==> src/rtl/sram_lane_pkg.sv <==
// Shared types and helpers for the SRAM byte-lane controller.
// Assumes: nothing beyond IEEE 1800-2017 packages.
package sram_lane_pkg;

    typedef enum logic [1:0] {
        ACC_IDLE  = 2'd0,
        ACC_READ  = 2'd1,
        ACC_WRITE = 2'd2,
        ACC_HOLD  = 2'd3
    } acc_state_e;

    // Number of clock cycles covering ns, rounded up, never below one.
    function automatic int unsigned ceil_clks(input int unsigned ns, input int unsigned period);
        int unsigned q;
        q = (ns + period - 1) / period;
        return (q == 0) ? 1 : q;
    endfunction

endpackage

==> src/rtl/sram_wait_ctr.sv <==
// Down-counter that times one strobe window.
// Assumes: load and dec are never high together; expired is high at zero.
module sram_wait_ctr #(
    parameter int W = 2
) (
    input  logic         clk,
    input  logic         rst_n,
    input  logic         load,
    input  logic [W-1:0] load_val,
    input  logic         dec,
    output logic         expired
);
    logic [W-1:0] cnt;

    // Load at acceptance, then count down once per window cycle.
    always_ff @(posedge clk) begin
        if (!rst_n)
            cnt <= '0;
        else if (load)
            cnt <= load_val;
        else if (dec)
            cnt <= cnt - W'(1);
    end

    // Window ends when the count reaches zero.
    always_comb expired = (cnt == '0);
endmodule

==> src/rtl/sram_lane_fsm.sv <==
// Access sequencer: idle, read window, write pulse, write hold.
// Assumes: requests are looked at only in idle; zero-mask requests finish at once.
module sram_lane_fsm
    import sram_lane_pkg::*;
#(
    parameter int RD_CLKS = 2,
    parameter int WP_CLKS = 2,
    parameter int CW      = 2
) (
    input  logic          clk,
    input  logic          rst_n,
    input  logic          req,
    input  logic          wr,
    input  logic          mask_any,
    input  logic          expired,
    output acc_state_e    state,
    output logic          accept,
    output logic          ld,
    output logic [CW-1:0] ld_val,
    output logic          dec,
    output logic          capture,
    output logic          done
);
    // Decode the counter controls and the read capture from the state.
    always_comb begin
        accept  = (state == ACC_IDLE) && req && mask_any;
        ld      = accept;
        ld_val  = wr ? CW'(WP_CLKS - 1) : CW'(RD_CLKS - 1);
        dec     = ((state == ACC_READ) || (state == ACC_WRITE)) && !expired;
        capture = (state == ACC_READ) && expired;
    end

    // Step the state and raise the completion pulse.
    always_ff @(posedge clk) begin
        if (!rst_n) begin
            state <= ACC_IDLE;
            done  <= 1'b0;
        end else begin
            done <= ((state == ACC_IDLE) && req && !mask_any) || capture || (state == ACC_HOLD);
            unique case (state)
                ACC_IDLE:  if (accept)  state <= wr ? ACC_WRITE : ACC_READ;
                ACC_READ:  if (expired) state <= ACC_IDLE;
                ACC_WRITE: if (expired) state <= ACC_HOLD;
                ACC_HOLD:  state <= ACC_IDLE;
                default:   state <= ACC_IDLE;
            endcase
        end
    end
endmodule

==> src/rtl/sram_lane_datapath.sv <==
// Holds the accepted address, data and mask; captures read data per lane.
// Assumes: DW is a multiple of 8; disabled lanes read back as zero.
module sram_lane_datapath #(
    parameter int AW = 16,
    parameter int DW = 16,
    localparam int LANES = DW / 8
) (
    input  logic             clk,
    input  logic             rst_n,
    input  logic             accept,
    input  logic             capture,
    input  logic [AW-1:0]    host_addr,
    input  logic [DW-1:0]    host_wdata,
    input  logic [LANES-1:0] host_mask,
    input  logic [DW-1:0]    mem_din,
    output logic [AW-1:0]    addr_q,
    output logic [DW-1:0]    wdata_q,
    output logic [LANES-1:0] mask_q,
    output logic [DW-1:0]    rdata
);
    // Latch the request fields when an access starts.
    always_ff @(posedge clk) begin
        if (!rst_n) begin
            addr_q  <= '0;
            wdata_q <= '0;
            mask_q  <= '0;
        end else if (accept) begin
            addr_q  <= host_addr;
            wdata_q <= host_wdata;
            mask_q  <= host_mask;
        end
    end

    for (genvar g = 0; g < LANES; g++) begin : g_lane
        // Capture one byte lane at the end of the read window.
        always_ff @(posedge clk) begin
            if (!rst_n)
                rdata[8*g +: 8] <= '0;
            else if (capture)
                rdata[8*g +: 8] <= mask_q[g] ? mem_din[8*g +: 8] : 8'h00;
        end
    end
endmodule

==> src/rtl/sram_lane_ctrl.sv <==
// Top: turns single-cycle host requests into asynchronous SRAM cycles.
// Assumes: the memory meets its access within CYCLE_NS and needs a write
// pulse of WPULSE_NS; address setup and hold of zero; pads are outside.
module sram_lane_ctrl
    import sram_lane_pkg::*;
#(
    parameter int AW            = 16,
    parameter int DW            = 16,
    parameter int CLK_PERIOD_NS = 10,
    parameter int CYCLE_NS      = 15,
    parameter int WPULSE_NS     = 12,
    localparam int LANES        = DW / 8
) (
    input  logic             clk,
    input  logic             rst_n,
    input  logic             host_req,
    input  logic             host_wr,
    input  logic [AW-1:0]    host_addr,
    input  logic [DW-1:0]    host_wdata,
    input  logic [LANES-1:0] host_mask,
    output logic             host_done,
    output logic [DW-1:0]    host_rdata,
    output logic [AW-1:0]    mem_addr,
    output logic             mem_cs_n,
    output logic             mem_oe_n,
    output logic             mem_we_n,
    output logic [LANES-1:0] mem_be_n,
    output logic [DW-1:0]    mem_dout,
    output logic             mem_dout_en,
    input  logic [DW-1:0]    mem_din
);
    localparam int RD_CLKS = int'(ceil_clks(CYCLE_NS, CLK_PERIOD_NS));
    localparam int WP_CLKS = int'(ceil_clks(WPULSE_NS, CLK_PERIOD_NS));
    localparam int CNT_MAX = (RD_CLKS > WP_CLKS) ? RD_CLKS : WP_CLKS;
    localparam int CW      = $clog2(CNT_MAX + 1);

    acc_state_e       state;
    logic             accept, ld, dec, capture, expired;
    logic [CW-1:0]    ld_val;
    logic [LANES-1:0] mask_q;
    logic             busy;

    sram_lane_fsm #(.RD_CLKS(RD_CLKS), .WP_CLKS(WP_CLKS), .CW(CW)) u_fsm (
        .clk(clk), .rst_n(rst_n), .req(host_req), .wr(host_wr),
        .mask_any(|host_mask), .expired(expired), .state(state),
        .accept(accept), .ld(ld), .ld_val(ld_val), .dec(dec),
        .capture(capture), .done(host_done)
    );

    sram_wait_ctr #(.W(CW)) u_ctr (
        .clk(clk), .rst_n(rst_n), .load(ld), .load_val(ld_val),
        .dec(dec), .expired(expired)
    );

    sram_lane_datapath #(.AW(AW), .DW(DW)) u_dp (
        .clk(clk), .rst_n(rst_n), .accept(accept), .capture(capture),
        .host_addr(host_addr), .host_wdata(host_wdata), .host_mask(host_mask),
        .mem_din(mem_din), .addr_q(mem_addr), .wdata_q(mem_dout),
        .mask_q(mask_q), .rdata(host_rdata)
    );

    // Decode the memory strobes from the access state.
    always_comb begin
        busy        = (state != ACC_IDLE);
        mem_cs_n    = !busy;
        mem_oe_n    = !(state == ACC_READ);
        mem_we_n    = !(state == ACC_WRITE);
        mem_dout_en = (state == ACC_WRITE) || (state == ACC_HOLD);
        mem_be_n    = ~(mask_q & {LANES{busy}});
    end
endmodule

==> config.mk <==
export PLATFORM = sky130hd
export DESIGN_NAME = sram_lane_ctrl
export DESIGN_NICKNAME = d
export VERILOG_FILES = /design/src/rtl/sram_lane_pkg.sv /design/src/rtl/sram_wait_ctr.sv /design/src/rtl/sram_lane_fsm.sv /design/src/rtl/sram_lane_datapath.sv /design/src/rtl/sram_lane_ctrl.sv
export SDC_FILE = /design/constraint.sdc
export NUM_CORES = 1
export LEC_CHECK = 0
export CAP_MARGIN = 20
export CORE_MARGIN = 3
export CORE_UTILIZATION = 45
export CTS_BUF_LIST = sky130_fd_sc_hd__clkbuf_4 sky130_fd_sc_hd__clkbuf_8
export CTS_CLUSTER_DIAMETER = 80
export CTS_CLUSTER_SIZE = 12
export DETAILED_ROUTE_END_ITERATION = 6
export DONT_BUFFER_PORTS = 1
export PLACE_DENSITY = 0.65
export SLEW_MARGIN = 20
export SYNTH_ARGS = -nofsm -noshare
export SYNTH_HDL_FRONTEND = slang
export SYNTH_SLANG_ARGS = --single-unit
export TNS_END_PERCENT = 30
==> constraint.sdc <==
create_clock -name clk -period 3.93 [get_ports clk]
set_input_delay 0.1965 -clock clk [delete_from_list [all_inputs] [get_ports clk]]
set_output_delay 0.1965 -clock clk [all_outputs]
set_load 0.01 [all_outputs]
Yosys cells after proc, flatten, opt, wreduce, memory -nomap -nowiden
Index checks and enable logic that the tools add are counted.
Widths: inputs -> output; s select.
Cells by class
  $add $sub $neg: 1
  multipliers: 0
  divide/modulo/power cells: 0
  order comparisons: 0
  equal/unequal tests: 6
  shifts and indexed selects: 0
  muxes and demuxes: 9
  bitwise gates (word level): 3
  reductions and logical operators: 21
Operators with widths (number)
  $mux 8: 2
  $mux 2: 4
  $pmux 2 s4: 1
  $logic_and 1x1->1: 5
  $logic_not 1->1: 5
  $eq 2x2->1 const B: 2
  $logic_not 2->1: 2
  $logic_or 1x1->1: 4
  $ne 2x1->1 const B: 2
  $reduce_bool 2->1: 2
  $reduce_or 2->1: 2
  $reduce_and 3->1: 1
  $and 2x2->2: 1
  $eq 2x1->1 const B: 1
  $mux 1: 2
  $ne 2x2->1 const B: 1
  $not 2->2: 1
  $sub 2x1->2 const B: 1
  $not 1->1: 1
Storage, ports and cells
  flip-flop bits (word level): 55
  latch bits: 0
  memory bits (writable): 0
  bits in read-only memories: 0
  input bits: 54
  output and inout port bits: 55
  memories: 0

Depth between registers and ports, before layout
  depth in word-level cells: 5
  mapped depth: 7
  gate-level depth less buffers: 5

By module
Synthesis repeated with hierarchy kept, for this count alone.
Second synthesis, totals
  cells, all modules: 232
  area, all modules: 2382.3 µm²
Modules (own cells, without submodules)
  sram_lane_datapath: instances 1, cells an instance 182, area an instance 1969.4 µm², seq. area each 1001.0 µm²
  sram_lane_fsm: instances 1, cells an instance 30, area an instance 256.5 µm², seq. area each 60.1 µm²
  sram_wait_ctr: instances 1, cells an instance 13, area an instance 120.1 µm², seq. area each 40.0 µm²
  sram_lane_ctrl: instances 1, cells an instance 7, area an instance 36.3 µm², seq. area each 0.0 µm²

Least setup slack after synthesis
No wires, ideal clock.
  kind: register to register
  start: register u_fsm.state[0]
  end: register u_dp.addr_q[12]
  library setup time: 0.132 ns
  arrival time: 1.258 ns
  required time: 3.798 ns
  path slack: 2.540 ns
  stages on the path, launching flop included: 8
  cells stage by stage: dfxtp_1 > inv_1 > ha_1 > buf_2 > o211a_4 > buf_2 > nand2_1 > a21oi_1
On the way
  cells in the longest elaborated chain, start to end: 3
RTL lines
  start, declared: line sram_lane_fsm.sv:16  | output acc_state_e state,
  start signal, assigned: line sram_lane_fsm.sv:41  | ACC_IDLE: if (accept) state <= wr ? ACC_WRITE : ACC_READ;
  $logic_not 2->1: line sram_lane_fsm.sv:26  | accept = (state == ACC_IDLE) && req && mask_any;
  $logic_and 1x1->1 (2 in a row): line sram_lane_fsm.sv:26
  end signal, assigned: line sram_lane_datapath.sv:28  | addr_q <= host_addr;
  end, declared: line sram_lane_datapath.sv:16  | output logic [AW-1:0] addr_q,
No other way between the ends.
A chain may end at the register's enable or synchronous reset.

Worst setup path after layout
  start: register u_fsm.state[1]
  end: register u_dp.rdata[1]
On the way
  cells in the longest elaborated chain, start to end: 2
RTL lines
  $eq 2x1->1: line sram_lane_fsm.sv:30  | capture = (state == ACC_READ) && expired;
  $logic_and 1x1->1: line sram_lane_fsm.sv:30
  end signal, assigned by index: line sram_lane_datapath.sv:40  | rdata[8*g +: 8] <= mask_q[g] ? mem_din[8*g +: 8] : 8'h00;
  end, declared: line sram_lane_datapath.sv:19  | output logic [DW-1:0] rdata
No other way between the ends.

==> metrics.cfg <==
[status]
run_status=finished clean

[layout]
fin_area_mm2=0.00229
drive_gt1_frac=0.0498
synthToLayoutAreaGrowth_pct=6.83
num-nets-final=320
final_cell_mix=nand2_1, dfxtp_1, a21oi_1, nand4_1, dlygate4sd3_1
antenna_cells=0
n_fill_cell=427
layout_commonest_cell=nand2_1

[placement]
placed_area_mm2=0.00212
dp_hpwl_um=3230
gp_congestion=0.719
io_buffers=0
pre_cts_slack_ns=1.98

[sta]
fin_worst_skew_ns=0.00562
finalSetupViolations=0
worst_pin_slew_ns=0.890
layout_setup_ws_ns=1.99
rsz0062_at_grt=no
fin_crit_ns=1.94
post-route-period-util=0.492
slew_violations=0
timing.setup.tns_ns=0
max_slew_margin=0.406
final_hold_viol_count=0
max_freq_mhz=517

[clock_network]
htree_num_levels=2
cts_tree=done
ctsRootBufferMaster=clkbuf_8
cts.clk_slew.worst_paths_ns=0.10
cts_sinks=55
cts.path.max_buffers=2
cts_buffers=5
postCtsSetupBuffers=0
clk_latency_ns=0.30
post_cts_resized=0
hold_buffers=7

[yosys]
synth-edff-count=0
async_flop_share=0
avgSynthCellArea_um2=8.15
yosysSeqAreaShare=0.514
synth_cell_types=25
syn_nets=323
synth_ff_type=dfxtp_1
syn-cell-area_mm2=0.00214
synthCells=263
synth-seq-cells=55
ys_warn_count=0

[floorplanning]
rows=24
start_util=0.479
ios=109
core-area_mm2=0.00447
die_h_um=75.0
fp.dieW_um=75.0
die_area_mm2=0.00563

[route]
dr.pass1.iters=4
wl_per_cell_um=15.1
routed_wl_um=4730
drt_iter0_markers=67
vias=1726
via_per_inst=5.51
drcViolationCount=0
final_antenna_net_count=0

[pwr]
ir_worst_vdd_mv=0.332
power_leakage_nw=0.797
p_per_area_mw_per_mm2=617

[job]
max_cap_viol_count=0

[global_route]
first_global_vias=1527
grt_usage=0.162
grt_start_max_net_pins=55
antenna_found_initial=0
grt_overflow=0
grt_pass1_wl_um=7010

[worst_setup_path]
critPathMaxFanout=20
crit_type=reg2reg
crit_arrival_ns=2.09
worst_setup_path_start_kind=register
worstPathRequired_ns=4.08
endpoint_kind=register
reg2regPathDepth=5

[worst_hold_path]
hold_depth=2
hp-class=in2reg

==> sequential cells by signal, summed over array words and instances (netlist names) <==
register      flops
u_fsm.state       2
u_dp.mask_q       2
u_dp.addr_q      16
u_dp.rdata       16
u_dp.wdata_q     16
u_fsm.done        1
u_ctr.cnt         2
==> path summary, 6_finish.rpt <==
path             startpoint              end  slack [ns]
max          u_fsm.state[1]    u_dp.rdata[1]        1.99
min reg2reg   u_dp.rdata[0]    u_dp.rdata[0]        0.50
max reg2reg  u_fsm.state[1]    u_dp.rdata[1]        1.99
min           host_addr[10]  u_dp.addr_q[10]        0.01
==> worst max-delay path: stages, from the launching register on <==
cell	delay [ns]
dfxtp_1	0.35
inv_1	0.11
ha_1	0.57
nand2_1	0.49
nand2_1	0.18
a21oi_1	0.07
==> cells in the mapped netlist, types with 2 or more instances <==
cell type  instances  area (um^2)
a21oi_1           53          265
buf_2              7         35.0
buf_4              5         37.5
clkbuf_1           6         22.5
dfxtp_1           55         1100
ha_1               6         75.1
inv_1              6         22.5
mux2i_1            2         20.0
nand2_1           86          323
nand2b_1           3         18.8
nand3_1            3         15.0
nand4_1           16          100
nor2_1             3         11.3
==> metrics by stage <==
stage,util,instances,total power (W),hold WS [ns]
6_report,0.512,313,0.00141,0.0129
4_1_cts,0.510,312,0.00143,0.000890
2_1_floorplan,-,263,0.00106,0.332
5_1_grt,0.512,313,0.00151,0.000649
3_5_place_dp,0.473,297,0.00111,0.339
3_3_place_gp,0.473,297,0.00111,0.334
==> cells by family (layout without fill, tap and decap cells) <==
kind of cell,after synthesis,after routing,synth area share
fa+ha+maj,6,6,0.0350
mux,2,2,0.00934
buf+inv,26,24,0.0584
flops,55,55,0.514
xor+xnor,1,1,0.00409
compound gates,60,60,0.155
simple gates,113,113,0.224
==> metal layers <==
metal  share of wire  GRT usage  vias to the layer above
met3            0.13     0.0681                        4
met2            0.48      0.279                       85
met5               0          0                        -
met1            0.38      0.183                      768
met4          0.0087     0.0474                        0
li1                -          -                      869
==> cell type report <==
class / count / area, um^2 / share of cell area
timing repair buffer: 9 / 87.6 / 0.0383
tap: 52 / 65.1 / 0.0284
clock inverter: 2 / 16.3 / 0.00710
multi-input combinational: 182 / 917 / 0.401
inverter: 7 / 26.3 / 0.0115
clock buffer: 6 / 76.3 / 0.0333
sequential: 55 / 1100 / 0.481
==> where the power goes <==
part | total (W) | internal [W] | leakage [nW] | switching [W]
combinational | 0.000384 | 0.000127 | 0.303 | 0.000257
clock | 0.000314 | 0.000135 | 0.0452 | 0.000179
sequential | 0.000715 | 0.000632 | 0.448 | 0.0000833
total | 0.00141 | 0.000894 | 0.797 | 0.000519
(Power assumes the default switching activity.)
